**config.mk**
```make
export PLATFORM = sky130hd
export DESIGN_NAME = pix_plot
export DESIGN_NICKNAME = d
export VERILOG_FILES = /design/src/rtl/pix_pkg.sv /design/src/rtl/pix_cfg_regs.sv /design/src/rtl/pix_addr_gen.sv /design/src/rtl/pix_rmw_seq.sv /design/src/rtl/pix_plot.sv
export SDC_FILE = /design/constraint.sdc
export NUM_CORES = 1
export LEC_CHECK = 0
export BUFFER_PORTS_ARGS = -buffer_cell sky130_fd_sc_hd__buf_2
export CORE_MARGIN = 3
export CORE_UTILIZATION = 50
export DETAILED_ROUTE_END_ITERATION = 8
export GPL_TIMING_DRIVEN = 0
export HOLD_SLACK_MARGIN = 0.06
export PLACE_DENSITY = 0.79
export SETUP_SLACK_MARGIN = 0.02
export SKIP_LAST_GASP = 1
export SYNTH_ARGS = -nofsm -noshare
export SYNTH_HDL_FRONTEND = slang
export SYNTH_SLANG_ARGS = --single-unit
```
**constraint.sdc**
```tcl
create_clock -name clk -period 7.85 [get_ports clk]
set_input_delay 0.785 -clock clk [delete_from_list [all_inputs] [get_ports clk]]
set_output_delay 0.785 -clock clk [all_outputs]
set_load 0.05 [all_outputs]
```
**src/rtl/pix_pkg.sv**
```systemverilog
package pix_pkg;
    localparam int WORD_W = 32;
    localparam int IDX_W  = 5;
    localparam int NPIX   = 4;

    typedef enum logic [2:0] {
        ST_IDLE = 3'd0,
        ST_CALC = 3'd1,
        ST_READ = 3'd2,
        ST_WAIT = 3'd3,
        ST_DONE = 3'd4
    } seq_st_e;
endpackage

```
**src/rtl/pix_cfg_regs.sv**
```systemverilog
module pix_cfg_regs #(
    parameter int AW = 24
) (
    input  logic          clk,
    input  logic          rst_n,
    input  logic          org_we,
    input  logic          warp_we,
    input  logic [AW-1:0] val,
    output logic [AW-1:0] org_q,
    output logic [AW-1:0] warp_q
);
    typedef struct packed {
        logic [AW-1:0] org;
        logic [AW-1:0] warp;
    } cfg_s;

    cfg_s c_d, c_q;

    always_comb begin
        c_d = c_q;
        if (org_we)  c_d.org  = val;
        if (warp_we) c_d.warp = val;
    end

    always_ff @(posedge clk) begin
        if (!rst_n) c_q <= '0;
        else        c_q <= c_d;
    end

    assign org_q  = c_q.org;
    assign warp_q = c_q.warp;

    p_org_load_r2: assert property (@(posedge clk) disable iff (!rst_n)
        ($past(rst_n) && $past(org_we)) |-> (org_q == $past(val)));
    p_warp_load_r2: assert property (@(posedge clk) disable iff (!rst_n)
        ($past(rst_n) && $past(warp_we)) |-> (warp_q == $past(val)));
endmodule

```
**src/rtl/pix_addr_gen.sv**
```systemverilog
module pix_addr_gen import pix_pkg::*; #(
    parameter int AW = 24,
    parameter int XW = 12,
    parameter int YW = 12
) (
    input  logic [AW-1:0]           org,
    input  logic [AW-1:0]           warp,
    input  logic [XW-1:0]           x,
    input  logic [YW-1:0]           y,
    output logic [NPIX-1:0][AW-1:0] pt
);
    logic [AW-1:0] row_off;
    logic [NPIX-1:0][AW-1:0] step;

    assign row_off = AW'(y) * warp;
    assign pt[0]   = org + row_off + AW'(x);

    // step sequence: right, down-left, right
    assign step[0] = '0;
    assign step[1] = AW'(1);
    assign step[2] = warp - AW'(1);
    assign step[3] = AW'(1);

    generate
        for (genvar i = 1; i < NPIX; i++) begin : g_walk
            assign pt[i] = pt[i-1] + step[i];
        end
    endgenerate
endmodule

```
**src/rtl/pix_rmw_seq.sv**
```systemverilog
module pix_rmw_seq import pix_pkg::*; #(
    parameter int AW     = 24,
    parameter int XW     = 12,
    parameter int YW     = 12,
    parameter int RD_LAT = 2
) (
    input  logic                    clk,
    input  logic                    rst_n,
    input  logic                    cmd_valid,
    output logic                    cmd_ready,
    input  logic                    cmd_fat,
    input  logic [XW-1:0]           cmd_x,
    input  logic [YW-1:0]           cmd_y,
    output logic [XW-1:0]           lat_x,
    output logic [YW-1:0]           lat_y,
    input  logic [NPIX-1:0][AW-1:0] pt_in,
    output logic                    mem_rd_en,
    output logic                    mem_wr_en,
    output logic [AW-IDX_W-1:0]     mem_addr,
    output logic [WORD_W-1:0]       mem_wdata,
    input  logic [WORD_W-1:0]       mem_rdata,
    output logic                    done
);
    localparam int WA_W  = AW - IDX_W;
    localparam int CNT_W = $clog2(RD_LAT + 1) + 1;

    typedef struct packed {
        seq_st_e                 st;
        logic                    fat;
        logic [XW-1:0]           x;
        logic [YW-1:0]           y;
        logic [NPIX-1:0][AW-1:0] pt;
        logic [2:0]              k;
        logic [CNT_W-1:0]        cnt;
        logic [WORD_W-1:0]       mask;
        logic [WA_W-1:0]         waddr;
    } seq_s;

    seq_s s_d, s_q;

    // group of consecutive same-word pixels starting at index k
    logic [WORD_W-1:0] g_mask;
    logic [WA_W-1:0]   g_wa;
    logic [2:0]        g_nxt;
    logic              g_chain;
    logic [2:0]        n_pix;

    assign n_pix = s_q.fat ? 3'(NPIX) : 3'd1;

    always_comb begin
        g_wa    = s_q.pt[s_q.k[1:0]][AW-1:IDX_W];
        g_mask  = WORD_W'(1) << s_q.pt[s_q.k[1:0]][IDX_W-1:0];
        g_nxt   = s_q.k + 3'd1;
        g_chain = 1'b1;
        for (int i = 0; i < NPIX; i++) begin
            if (3'(i) > s_q.k && 3'(i) < n_pix) begin
                if (g_chain && s_q.pt[i][AW-1:IDX_W] == g_wa) begin
                    g_mask = g_mask | (WORD_W'(1) << s_q.pt[i][IDX_W-1:0]);
                    g_nxt  = 3'(i + 1);
                end else begin
                    g_chain = 1'b0;
                end
            end
        end
    end

    always_comb begin
        s_d       = s_q;
        cmd_ready = 1'b0;
        mem_rd_en = 1'b0;
        mem_wr_en = 1'b0;
        mem_addr  = s_q.waddr;
        mem_wdata = mem_rdata | s_q.mask;
        done      = 1'b0;
        unique case (s_q.st)
            ST_IDLE: begin
                cmd_ready = 1'b1;
                if (cmd_valid) begin
                    s_d.fat = cmd_fat;
                    s_d.x   = cmd_x;
                    s_d.y   = cmd_y;
                    s_d.st  = ST_CALC;
                end
            end
            ST_CALC: begin
                s_d.pt = pt_in;
                s_d.k  = 3'd0;
                s_d.st = ST_READ;
            end
            ST_READ: begin
                mem_rd_en = 1'b1;
                mem_addr  = g_wa;
                s_d.waddr = g_wa;
                s_d.mask  = g_mask;
                s_d.k     = g_nxt;
                s_d.cnt   = CNT_W'(1);
                s_d.st    = ST_WAIT;
            end
            ST_WAIT: begin
                if (s_q.cnt == CNT_W'(RD_LAT)) begin
                    mem_wr_en = 1'b1;
                    s_d.st    = (s_q.k >= n_pix) ? ST_DONE : ST_READ;
                end else begin
                    s_d.cnt = s_q.cnt + CNT_W'(1);
                end
            end
            ST_DONE: begin
                done   = 1'b1;
                s_d.st = ST_IDLE;
            end
            default: s_d.st = ST_IDLE;
        endcase
    end

    always_ff @(posedge clk) begin
        if (!rst_n) s_q <= '0;
        else        s_q <= s_d;
    end

    assign lat_x = s_q.x;
    assign lat_y = s_q.y;

    p_rd_wr_excl_r6: assert property (@(posedge clk) disable iff (!rst_n)
        !(mem_rd_en && mem_wr_en));
    p_wr_addr_held_r6: assert property (@(posedge clk) disable iff (!rst_n)
        mem_wr_en |-> $stable(mem_addr));
    p_ready_quiet_r3: assert property (@(posedge clk) disable iff (!rst_n)
        cmd_ready |-> (!mem_rd_en && !mem_wr_en && !done));
    p_keep_bits_r5: assert property (@(posedge clk) disable iff (!rst_n)
        mem_wr_en |-> ((mem_wdata & mem_rdata) == mem_rdata));
    p_done_after_wr_r9: assert property (@(posedge clk) disable iff (!rst_n)
        done |-> $past(mem_wr_en));
    p_done_pulse_r9: assert property (@(posedge clk) disable iff (!rst_n)
        done |=> (!done && cmd_ready));
endmodule

```
**src/rtl/pix_plot.sv**
```systemverilog
module pix_plot import pix_pkg::*; #(
    parameter int AW     = 24,
    parameter int XW     = 12,
    parameter int YW     = 12,
    parameter int RD_LAT = 2
) (
    input  logic                clk,
    input  logic                rst_n,
    input  logic                cfg_org_we,
    input  logic                cfg_warp_we,
    input  logic [AW-1:0]       cfg_val,
    input  logic                cmd_valid,
    output logic                cmd_ready,
    input  logic                cmd_fat,
    input  logic [XW-1:0]       cmd_x,
    input  logic [YW-1:0]       cmd_y,
    output logic                mem_rd_en,
    output logic                mem_wr_en,
    output logic [AW-IDX_W-1:0] mem_addr,
    output logic [WORD_W-1:0]   mem_wdata,
    input  logic [WORD_W-1:0]   mem_rdata,
    output logic                done
);
    logic [AW-1:0]           org_q, warp_q;
    logic [XW-1:0]           lat_x;
    logic [YW-1:0]           lat_y;
    logic [NPIX-1:0][AW-1:0] pt;

    pix_cfg_regs #(.AW(AW)) u_cfg (
        .clk(clk), .rst_n(rst_n),
        .org_we(cfg_org_we), .warp_we(cfg_warp_we), .val(cfg_val),
        .org_q(org_q), .warp_q(warp_q)
    );

    pix_addr_gen #(.AW(AW), .XW(XW), .YW(YW)) u_addr (
        .org(org_q), .warp(warp_q), .x(lat_x), .y(lat_y), .pt(pt)
    );

    pix_rmw_seq #(.AW(AW), .XW(XW), .YW(YW), .RD_LAT(RD_LAT)) u_seq (
        .clk(clk), .rst_n(rst_n),
        .cmd_valid(cmd_valid), .cmd_ready(cmd_ready), .cmd_fat(cmd_fat),
        .cmd_x(cmd_x), .cmd_y(cmd_y),
        .lat_x(lat_x), .lat_y(lat_y), .pt_in(pt),
        .mem_rd_en(mem_rd_en), .mem_wr_en(mem_wr_en), .mem_addr(mem_addr),
        .mem_wdata(mem_wdata), .mem_rdata(mem_rdata), .done(done)
    );
endmodule

```
==> results of run 1 <==
-- worst register-to-register path, delay by kind of cell, from the launching register on --
family	cells	cell delay, ns
buffers and inverters	10	0.85
DFF	1	0.39
and+or+nand+nor	13	2.56
AOI/OAI and AO/OA	5	0.71
xor gates and xnor gates	3	0.69
adders and majority gates	9	3.65
-- state kept, by name, summed over array words and instances (netlist names) --
| signal | flops |
|---|---|
| u_seq.s_q | 157 |
| u_cfg.org_q | 24 |
| u_cfg.warp_q | 24 |
| u_seq.lat_x | 12 |
| u_seq.lat_y | 12 |
-- Yosys cell counts (4+ instances only) --
library cell  number  area share [%]
nand2_1          406             7.2
inv_1            307             5.4
dfxtp_1          229              22
fa_1             190              18
a21oi_1          155             3.7
nor2_1           149             2.6
and2_1           130             3.8
ha_1             116             6.8
xnor2_1          114             4.7
clkbuf_1         103             1.8
o21ai_0           92             2.2
mux2i_1           75             3.5
xor2_1            67             2.8
a211oi_1          39             1.4
or2_2             39             1.2
a221oi_1          33             1.4
nor3_1            30            0.71
mux4_2            24             2.6
nand3_1           24            0.57
buf_1             15            0.27
nor2b_1           15            0.44
nand4_1           14            0.41
nor4_1            14            0.41
a21o_1            12            0.43
and3_1            12            0.35
nor3b_1           10            0.35
nand2b_1           9            0.27
o211ai_1           8            0.28
a31oi_1            7            0.21
buf_2              7            0.17
or3_1              6            0.18
o21a_1             5            0.18
a311oi_1           4            0.17
and3b_1            4            0.17
and4_1             4            0.17
o31ai_1            4            0.14
o41ai_1            4            0.17
-- layout make-up --
class                           instances  area [um^2]
Buffer                                126        797.0
Sequential cell                       229         4626
Fill cell                            3212        14820
Antenna cell                            1        2.502
Tap cell                              532        665.6
Clock buffer                           35        788.3
Multi-Input combinational cell       1880        16470
Timing Repair Buffer                  276         1832
Clock inverter                         17        231.5
Inverter                              308         1156
-- worst max-delay path by stage --
stage | startpoint | endpoint | slack, ns | cells past startpoint
finish | u_seq.lat_y[2]$_SDFFE_PN0P_ | u_seq.s_q[152]$_SDFFE_PN0P_ | -1.14 | 40
global route | u_seq.lat_y[2]$_SDFFE_PN0P_ | u_seq.s_q[152]$_SDFFE_PN0P_ | -1.37 | 40
CTS | u_seq.lat_y[2]$_SDFFE_PN0P_ | u_seq.s_q[152]$_SDFFE_PN0P_ | -0.61 | 38
detailed placement | u_seq.lat_y[1]$_SDFFE_PN0P_ | u_seq.s_q[152]$_SDFFE_PN0P_ | -2.04 | 35
global placement | u_seq.lat_y[1]$_SDFFE_PN0P_ | u_seq.s_q[152]$_SDFFE_PN0P_ | -1.91 | 30
floorplan | u_seq.lat_y[2]$_SDFFE_PN0P_ | u_seq.s_q[152]$_SDFFE_PN0P_ | -0.36 | 37
-- per-layer routing --
metal / wire, um / GRT usage, % / up-vias
met2: 35020 / 52.96 / 1108
li1: - / - / 8937
met5: 0 / 0 / -
met1: 29360 / 40.66 / 9970
met3: 6659 / 6.194 / 318
met4: 4055 / 12.33 / 0
-- power by group through the flow --
| stage | combinational, W | clock [W] | sequential, W |
|---|---|---|---|
| after floorplan | 0.00236 | 0 | 0.00143 |
| after global placement | 0.00301 | 0 | 0.00150 |
| after detailed placement | 0.00308 | 0 | 0.00150 |
| after CTS | 0.00414 | 0.00145 | 0.00148 |
| after global routing | 0.00536 | 0.00150 | 0.00150 |
| final | 0.00509 | 0.00145 | 0.00149 |
-- stage by stage --
step / setup TNS [ns] / hold WS [ns]
after floorplan: -0.4261 / 0.4334
final: -11.79 / 0.4353
after global placement: -31.21 / 0.4442
after global routing: -16.61 / 0.4303
after CTS: -3.876 / 0.4137
after detailed placement: -28.33 / 0.4512
-- cells by family after synthesis --
group / count (synthesis) / synth area share [%]
multiplexers: 100 / 6.146
AO/OA/AOI/OAI: 397 / 11.65
XOR/XNOR: 184 / 7.740
buffers and inverters: 438 / 7.940
adder cells (fa/ha/maj): 306 / 24.79
AND/OR/NAND/NOR: 893 / 20.10
flip-flops: 229 / 21.63
-- repair_timing --
item,in CTS,in global routing
hold buffers,0,0
resized for setup,236,134
endpoints found under the setup margin,31,26
setup buffers,83,59
pin swaps,100,77
gates cloned,1,0
-- layout by cell type, fill, tap and decap left out, types with 24 or more instances in the layout --
cell	instances
buf_4	120
ha_4	24
inv_1	293
mux2i_1	74
nand2_1	392
nor2_1	139
o21ai_0	82
fa_1	190
or2_2	37
buf_2	147
ha_1	87
a221oi_1	32
clkbuf_1	67
clkbuf_16	32
and2_1	121
xor2_1	52
mux4_2	24
xnor2_1	94
a211oi_1	38
dfxtp_1	210
a21oi_1	129
==> metrics, run 1 <==
Place WS=-2.044 ns; DRT antenna net count=0; Synth Register Bits=229; Synth async-reset ratio=0%; HP Start=cmd_y[0]; final core occ=about 64%; area grow syn2layout=25.36%; drt initial violations=2027; Worst EP arrival=roughly 9.4 ns; outcome=complete, but fails checks; Clock Power Share=a little under a fifth; Final Instance Area=about 27000 um^2; switch share=a little over two fifths; Tot Pwr=0.008023 W; grt ovf=0; Clk Latency, worst-skew pair=between 0.5 and 0.6 ns; CP Data Required Time=slightly above 8 ns; die height=approximately 210 um; H-tree Lvls=1; Cell Int Power=0.004509 W; Final min period=roughly 9 ns; CP max stage cell=fa_1; TritonCTS buffer count=28; CP Launch Type=flop; Final Hold Viols=0; Clock Sinks=about 230; worst hold stages=3; worst setup margin=-1.142 ns; Post-Synthesis Cells=between 2000 and 3000; Final Net Count=3241; final cell count without fillers=approximately 3400; Syn Nets=2939; largest net degree at the start of global routing=14; number of cells on the worst reg-to-reg path=40; Distinct cells, synth=86; Vias/cell=around 6; Die Width=between 200 and 250 um; slew of the pin with the lowest slew margin=around 1.2 ns; Initial Util=between 50 and 60%; Area after DPL=~23000 um^2; share of cells above drive strength 1=a little under a quarter; sequential share of power=18.5%; syn avg cell area=around 8.3 um^2; Critical R2R Capture=u_seq.s_q[152]$_SDFFE_PN0P_; worst-path fanout max=7; std cell rows=74; Final period util=114.6%; Tightest Hold Check Type=in2reg; P_sw=~0.0035 W; Boundary Pins=between 100 and 150; max-cap viol count=0; combinational power share=around 63%; initial antenna violation count=0; CP most frequent cell=fa_1; root buffer cell=clkbuf_16; port bufs=~140; synthesized area=21190 um^2; DIE AREA=about 45000 um^2; power per cell area=just over 300 nW/um^2; unrepaired setup endpoints after global routing=true; Final Max Tran Viols=0; Pleak=between 10 and 15 nW; Total Wirelength=75100 um; Layout Skew=roughly 0.017 ns; Max Clock Freq=~110 MHz; first-pass GRT wire length=approximately 110000 um; crit path kind=reg2reg; wire per inst=about 22 um; number of global-route vias before repair=about 20000; GP Congestion=~0.96; Max Root-Sink Buffers=3; CP delay by family, top=adder cells; number of enable flip-flop cells after synthesis=0; violated checks=negative setup slack; setup violators final=21; Seq/Total Area, Yosys=a little over a fifth; CP endpoint kind=flop; clock slew at reported path FFs=0.06 ns; routed vias=20330; WP buf/inv=10; Ys Warns=0; Hold Crit Endpoint=u_seq.lat_y[0]$_SDFFE_PN0P_; max_slew headroom=19.94%; R2R setup slack=-1.14 ns; VDD IR max=~0.00029 V; top_reg_cell synth=dfxtp_1; largest stage delay on the critical path=0.53 ns; placed wire-length estimate=between 50000 and 60000 um; core footprint=between 40000 and 50000 um^2; Pre-Repair DR Iteration Count=7; post-placement cell count=~3200; CTS tree=done; drc violations=0; total track usage=around a third; r2r startpoint=u_seq.lat_y[2]$_SDFFE_PN0P_
Note: power is estimated with default switching activity, not from simulation.
==> inputs of run 2 (changes only) <==
- CTS_BUF_LIST: unset -> sky130_fd_sc_hd__clkbuf_8 sky130_fd_sc_hd__clkbuf_16
- PLACE_DENSITY: 0.79 -> 0.77
- clock period: 7.85 -> 10.2 ns (I/O delays scaled with it)
==> run 2 against run 1 <==
  * The run now ends clean
  * Total power is 42% lower
  * Routed wire length is 11% lower
  * First-iteration DRC count is 23% lower
  * Global-route usage is 2.0 points lower
  * Combinational power is 52% lower
  * Fmax is 7.8% lower
  * Utilization is 7.1 points lower
  * Clock skew is 0.0050 ns lower
  * Cell area is 11% lower
  * Critical endpoint unchanged
  * Highest routed layer unchanged
==> metrics, run 2 (synthesized netlist as in run 1, its figures left out) <==
Pre-Repair DR Iteration Count=5; total track usage=roughly 30%; CP Launch Type=flop; hold_ws=roughly 0.46 ns; Final min period=slightly below 10 ns; Clk Latency, worst-skew pair=about 0.58 ns; max-cap viol count=0; Final period util=about 96%; std cell rows=74; Vias/cell=roughly 5.7; Final Max Tran Viols=0; Layout Skew=0.01155 ns; # diodes=0; Max Root-Sink Buffers=3; max reg flops=approximately 160; CP most frequent cell=fa_1; Tightest Hold Check Type=reg2reg; initial antenna violation count=0; crit path kind=reg2reg; die height=between 200 and 250 um; CP max stage cell=fa_1; DIE AREA=approximately 45000 um^2; largest stage delay on the critical path=around 0.52 ns; CTS tree=done; DRT antenna net count=0; R2R setup slack=about 0.44 ns; met3 Use GR=between 5 and 6%; Final Net Count=3106; TritonCTS buffer count=27; P_sw=0.002056 W; area grow syn2layout=11.50%; global route hottest layer=met2; Boundary Pins=roughly 140; routed vias=approximately 19000; combinational power share=between 50% and 60%; outcome=complete, no violations; slew of the pin with the lowest slew margin=roughly 1.2 ns; Clock Sinks=approximately 230; max_slew headroom=between 20% and 30%; HP Start=u_seq.lat_x[7]$_SDFFE_PN0P_; Max Clock Freq=between 100 and 150 MHz; Total Wirelength=between 60000 and 70000 um; Tot Pwr=about 0.0047 W; worst-path fanout max=10; port bufs=between 100 and 150; Cell Int Power=0.002602 W; CP endpoint kind=flop; placed wire-length estimate=between 50000 and 60000 um; Place WS=-0.1149 ns; Initial Util=between 50% and 60%; GP Congestion=approximately 0.94; sequential share of power=roughly 25%; r2r startpoint=u_cfg.warp_q[9]$_SDFFE_PN0P_; Clock Power Share=23.4%; CP Data Required Time=between 10 and 15 ns; hold_buf cts=0; sum of negative setup slack=0 ns; clock slew at reported path FFs=0.06 ns; power per cell area=roughly 200 nW/um^2; H-tree Lvls=1; share of cells above drive strength 1=between 10% and 20%; root buffer cell=clkbuf_16; switch share=between 40% and 50%; largest net degree at the start of global routing=14; GR Util met1=approximately two fifths; core footprint=slightly above 40000 um^2; drc violations=0; setup violators final=0; most common cell after layout, fill and taps aside=nand2_1; drt initial violations=1552; Die Width=approximately 210 um; grt ovf=0; commonest cells after routing, fill and taps aside=nand2_1 (406), inv_1 (312), dfxtp_1 (227); Critical R2R Capture=u_seq.s_q[152]$_SDFFE_PN0P_; VDD IR max=between 0.00015 and 0.0002 V; first-pass GRT wire length=~100000 um; worst setup margin=~0.44 ns; Reg with most FFs=u_seq.s_q; number of global-route vias before repair=roughly 19000; Pleak=roughly 10 nW; wire per inst=just over 20 um; GR Util met2=48.85%; Final Hold Viols=0; Worst EP arrival=approximately 10 ns; worst hold stages=2; Hold Crit Endpoint=u_seq.lat_x[7]$_SDFFE_PN0P_; number of cells on the worst reg-to-reg path=36
-- run 2: changes by cell type in the layout (fill, tap and decap cells not counted), moves of 21 or more --
| cell | delta |
|---|---|
| a21oi_1 | +26 |
| ha_4 | -24 |
| ha_1 | +29 |
| clkbuf_1 | +21 |
| buf_6 | -22 |
| buf_4 | -116 |
-- run 2: worst max-delay path by stage --
stage / startpoint / endpoint
final: u_cfg.warp_q[9]$_SDFFE_PN0P_ / u_seq.s_q[152]$_SDFFE_PN0P_
after global routing: u_cfg.warp_q[7]$_SDFFE_PN0P_ / u_seq.s_q[152]$_SDFFE_PN0P_
after CTS: u_seq.lat_y[1]$_SDFFE_PN0P_ / u_seq.s_q[152]$_SDFFE_PN0P_
after detailed placement: u_seq.lat_y[0]$_SDFFE_PN0P_ / u_seq.s_q[152]$_SDFFE_PN0P_
after global placement: u_seq.lat_y[0]$_SDFFE_PN0P_ / u_seq.s_q[152]$_SDFFE_PN0P_
after floorplan: u_seq.lat_y[5]$_SDFFE_PN0P_ / u_seq.s_q[152]$_SDFFE_PN0P_
-- run 2: power by group through the flow --
stage	Combinational, W	Sequential, W	Clock, W
6_report	0.00243	0.00114	0.00109
5_1_grt	0.00265	0.00115	0.00113
4_1_cts	0.00233	0.00114	0.00111
3_5_place_dp	0.00231	0.00116	0
3_3_place_gp	0.00225	0.00115	0
2_1_floorplan	0.00174	0.00110	0
-- run 2: metrics by stage --
stage	area [um^2]	cells	utilization [%]
after detailed placement	22550	3217	54.49
after floorplan	21190	2547	-
after CTS	23550	3266	56.90
final	23630	3266	57.10
after global routing	23630	3266	57.10
after global placement	22550	3216	54.47
-- run 2: metal layers --
layer  up-vias  part of all wire [%]
met4         0                   4.2
met3       156                   8.2
met1      9082                    42
met2       760                    46
met5         -                     0
li1       8668                     -
-- run 2: repair_timing --
item | 4_1_cts | 5_1_grt
gates resized for setup | 2 | 35
pin swaps | 0 | 1
setup buffers | 0 | 2
setup endpoints to repair | 2 | 4
endpoints found under the hold margin | 0 | 0
-- run 2: area by class of cell --
| cell class | instances | area (um^2) |
|---|---|---|
| Inverter | 308 | 1156 |
| Clock buffer | 33 | 758.2 |
| Timing Repair Buffer | 140 | 705.7 |
| Sequential cell | 229 | 4587 |
| Clock inverter | 16 | 234.0 |
| Tap cell | 532 | 665.6 |
| Buffer | 128 | 535.5 |
| Fill cell | 3760 | 17760 |
| Multi-Input combinational cell | 1880 | 14990 |
-- run 2: critical path: cells and delay by family (launching register included) --
kind / cells / cell delay, ns
simple gates: 13 / 3.03
xor+xnor: 3 / 0.89
buf+inv: 6 / 0.82
fa+ha+maj: 9 / 3.74
flops: 1 / 0.44
compound gates: 5 / 0.70
==> inputs of run 3 (changes only) <==
- CORE_ASPECT_RATIO: unset -> 0.6
- clock period: 10.2 -> 11.1 ns (I/O delays scaled with it)
==> run 3 against run 2 <==
  * The flow now finishes with violations (max-capacitance violations, max-slew violations)
  * Via count rose by 4.5%
  * Non-clock buffer count fell by 2
  * First-iteration DRC count rose by 63%
  * Final cell count rose by 0.83%
  * Fmax fell by 7.5%
  * Clock skew rose by 0.020 ns
  * Utilization fell by 0.082 points
  * Clock power fell by 18%
  * Cell area fell by 0.71%
  * Worst setup slack improved by 0.11 ns
  * Routed wire length rose by 18%
  * Combinational power fell by 6%
  * Critical path type unchanged
  * Largest power group unchanged
==> metrics, run 3 (synthesized netlist as in run 1, its figures left out) <==
grt ovf=0; Pleak=slightly above 10 nW; max-cap viol count=1; unrepaired setup endpoints after global routing=false; placed wire-length estimate=approximately 66000 um; first-pass GRT wire length=around 120000 um; setup violators final=0; drt initial violations=about 2500; Final period util=between 90% and 100%; CP Data Required Time=around 12 ns; violated checks=max-capacitance violations, max-slew violations; Initial Util=between 50 and 60%; clock slew at reported path FFs=0.07 ns; Tightest Hold Check Type=reg2reg; Total Wirelength=~79000 um; Area after DPL=22580 um^2; Worst EP arrival=~11 ns; Die Width=271.8 um; Max Root-Sink Buffers=3; sum of negative setup slack=0 ns; commonest cells after routing, fill and taps aside=nand2_1 (406), inv_1 (310), dfxtp_1 (229); DRT antenna net count=0; routed vias=~20000; slew of the pin with the lowest slew margin=1.619 ns; CP Launch Type=flop; crit path kind=reg2reg; share of cells above drive strength 1=10.37%; Boundary Pins=141; port bufs=137; Clk Latency, worst-skew pair=0.58 ns; Final Net Count=3103; Layout Skew=just over 0.03 ns; std cell rows=57; CTS tree=done; max_slew headroom=-8.197%; Final Instance Area=~23000 um^2; root buffer cell=clkbuf_16; GP Congestion=roughly 1.0; Post-CTS Setup Inserts=0; Clock Sinks=roughly 230; Max Clock Freq=roughly 95 MHz; most common cell after layout, fill and taps aside=nand2_1; CP endpoint kind=flop; Vias/cell=around 6; area grow syn2layout=10.70%; max reg flops=~160; CP most frequent cell=fa_1; outcome=complete, but fails checks; largest net degree at the start of global routing=14; worst-path fanout max=10; Final Max Tran Viols=5; initial antenna violation count=2; VDD IR max=0.0001910 V; largest stage delay on the critical path=between 0.6 and 0.7 ns; total track usage=34.96%; Final min period=approximately 11 ns; TritonCTS buffer count=26; Final Hold Viols=0; die height=around 170 um; Reg with most FFs=u_seq.s_q; H-tree Lvls=1; core footprint=41150 um^2; number of global-route vias before repair=approximately 18000; CP max stage cell=dfxtp_1; drc violations=0; Pre-Repair DR Iteration Count=6; wire per inst=about 24 um; power per cell area=~180 nW/um^2; DIE AREA=44980 um^2
run 3: cell count changes in the layout (fill, tap and decap cells not counted), sizes merged:
cell      delta
clkinv       +6
inv          -2
buf          -3
diode        +3
clkbuf       -2
bufinv       -4
clkinvlp     +1
run 3: area by class of cell:
type                            instances  area [um^2]
Antenna cell                            3        7.507
Timing Repair Buffer                  138        689.4
Inverter                              308         1156
Tap cell                              560        700.7
Buffer                                128        525.5
Clock inverter                         17        147.6
Sequential cell                       229         4584
Fill cell                            3827        17690
Multi-Input combinational cell       1880        14930
Clock buffer                           30        716.9
run 3: power by group:
group / switching, W / internal (W) / leakage (nW) / total, W
sequential: 0.000202 / 0.000917 / 1.87 / 0.00112
clock: 0.000389 / 0.000509 / 0.439 / 0.000898
combinational: 0.00147 / 0.000820 / 7.97 / 0.00229
run 3: worst paths after layout:
check | startpoint | end | slack, ns | depth (start not counted)
max | u_seq.lat_y[1]$_SDFFE_PN0P_ | u_seq.s_q[152]$_SDFFE_PN0P_ | 0.55 | 34
min | u_seq.lat_x[8]$_SDFFE_PN0P_ | u_seq.lat_x[8]$_SDFFE_PN0P_ | 0.47 | 2
max reg2reg | u_seq.lat_y[1]$_SDFFE_PN0P_ | u_seq.s_q[152]$_SDFFE_PN0P_ | 0.55 | 34
min reg2reg | u_seq.lat_x[8]$_SDFFE_PN0P_ | u_seq.lat_x[8]$_SDFFE_PN0P_ | 0.47 | 2
run 3: repair_timing:
action,CTS,global route
hold endpoints to repair,0,0
endpoints found under the setup margin,0,1
hold buffers,0,0
gates resized for setup,0,13
run 3: worst max-delay path, delay by kind of cell, from the launching register on:
family / cells / cell delay [ns]
adder cells (fa/ha/maj): 9 / 3.73
AND/OR/NAND/NOR: 10 / 2.48
XOR/XNOR: 4 / 1.42
AO/OA/AOI/OAI: 5 / 1.23
buffers and inverters: 6 / 0.85
flip-flops: 1 / 0.67
run 3: layer usage:
metal  global-route usage [%]  routed length [um]  up-vias
li1                         -                   -     8655
met1                    53.24               36320     9586
met2                    41.78               27160     1170
met3                    20.36               14380       91
met4                    3.824                 896        2
met5                    2.303                  83        -
run 3: through the flow:
| step | hold WS, ns | utilization (%) | std cells | power, W | worst slack [ns] |
|---|---|---|---|---|---|
| 2_1_floorplan | 0.4334 | - | 2547 | 0.002612 | 2.549 |
| 3_3_place_gp | 0.4435 | 54.87 | 3244 | 0.003261 | 0.6062 |
| 3_5_place_dp | 0.4537 | 54.88 | 3245 | 0.003308 | 0.5162 |
| 4_1_cts | 0.4636 | 56.98 | 3292 | 0.004211 | 0.4856 |
| 5_1_grt | 0.4718 | 57.00 | 3290 | 0.004546 | 0.06319 |
| 6_report | 0.4661 | 57.02 | 3293 | 0.004304 | 0.5542 |
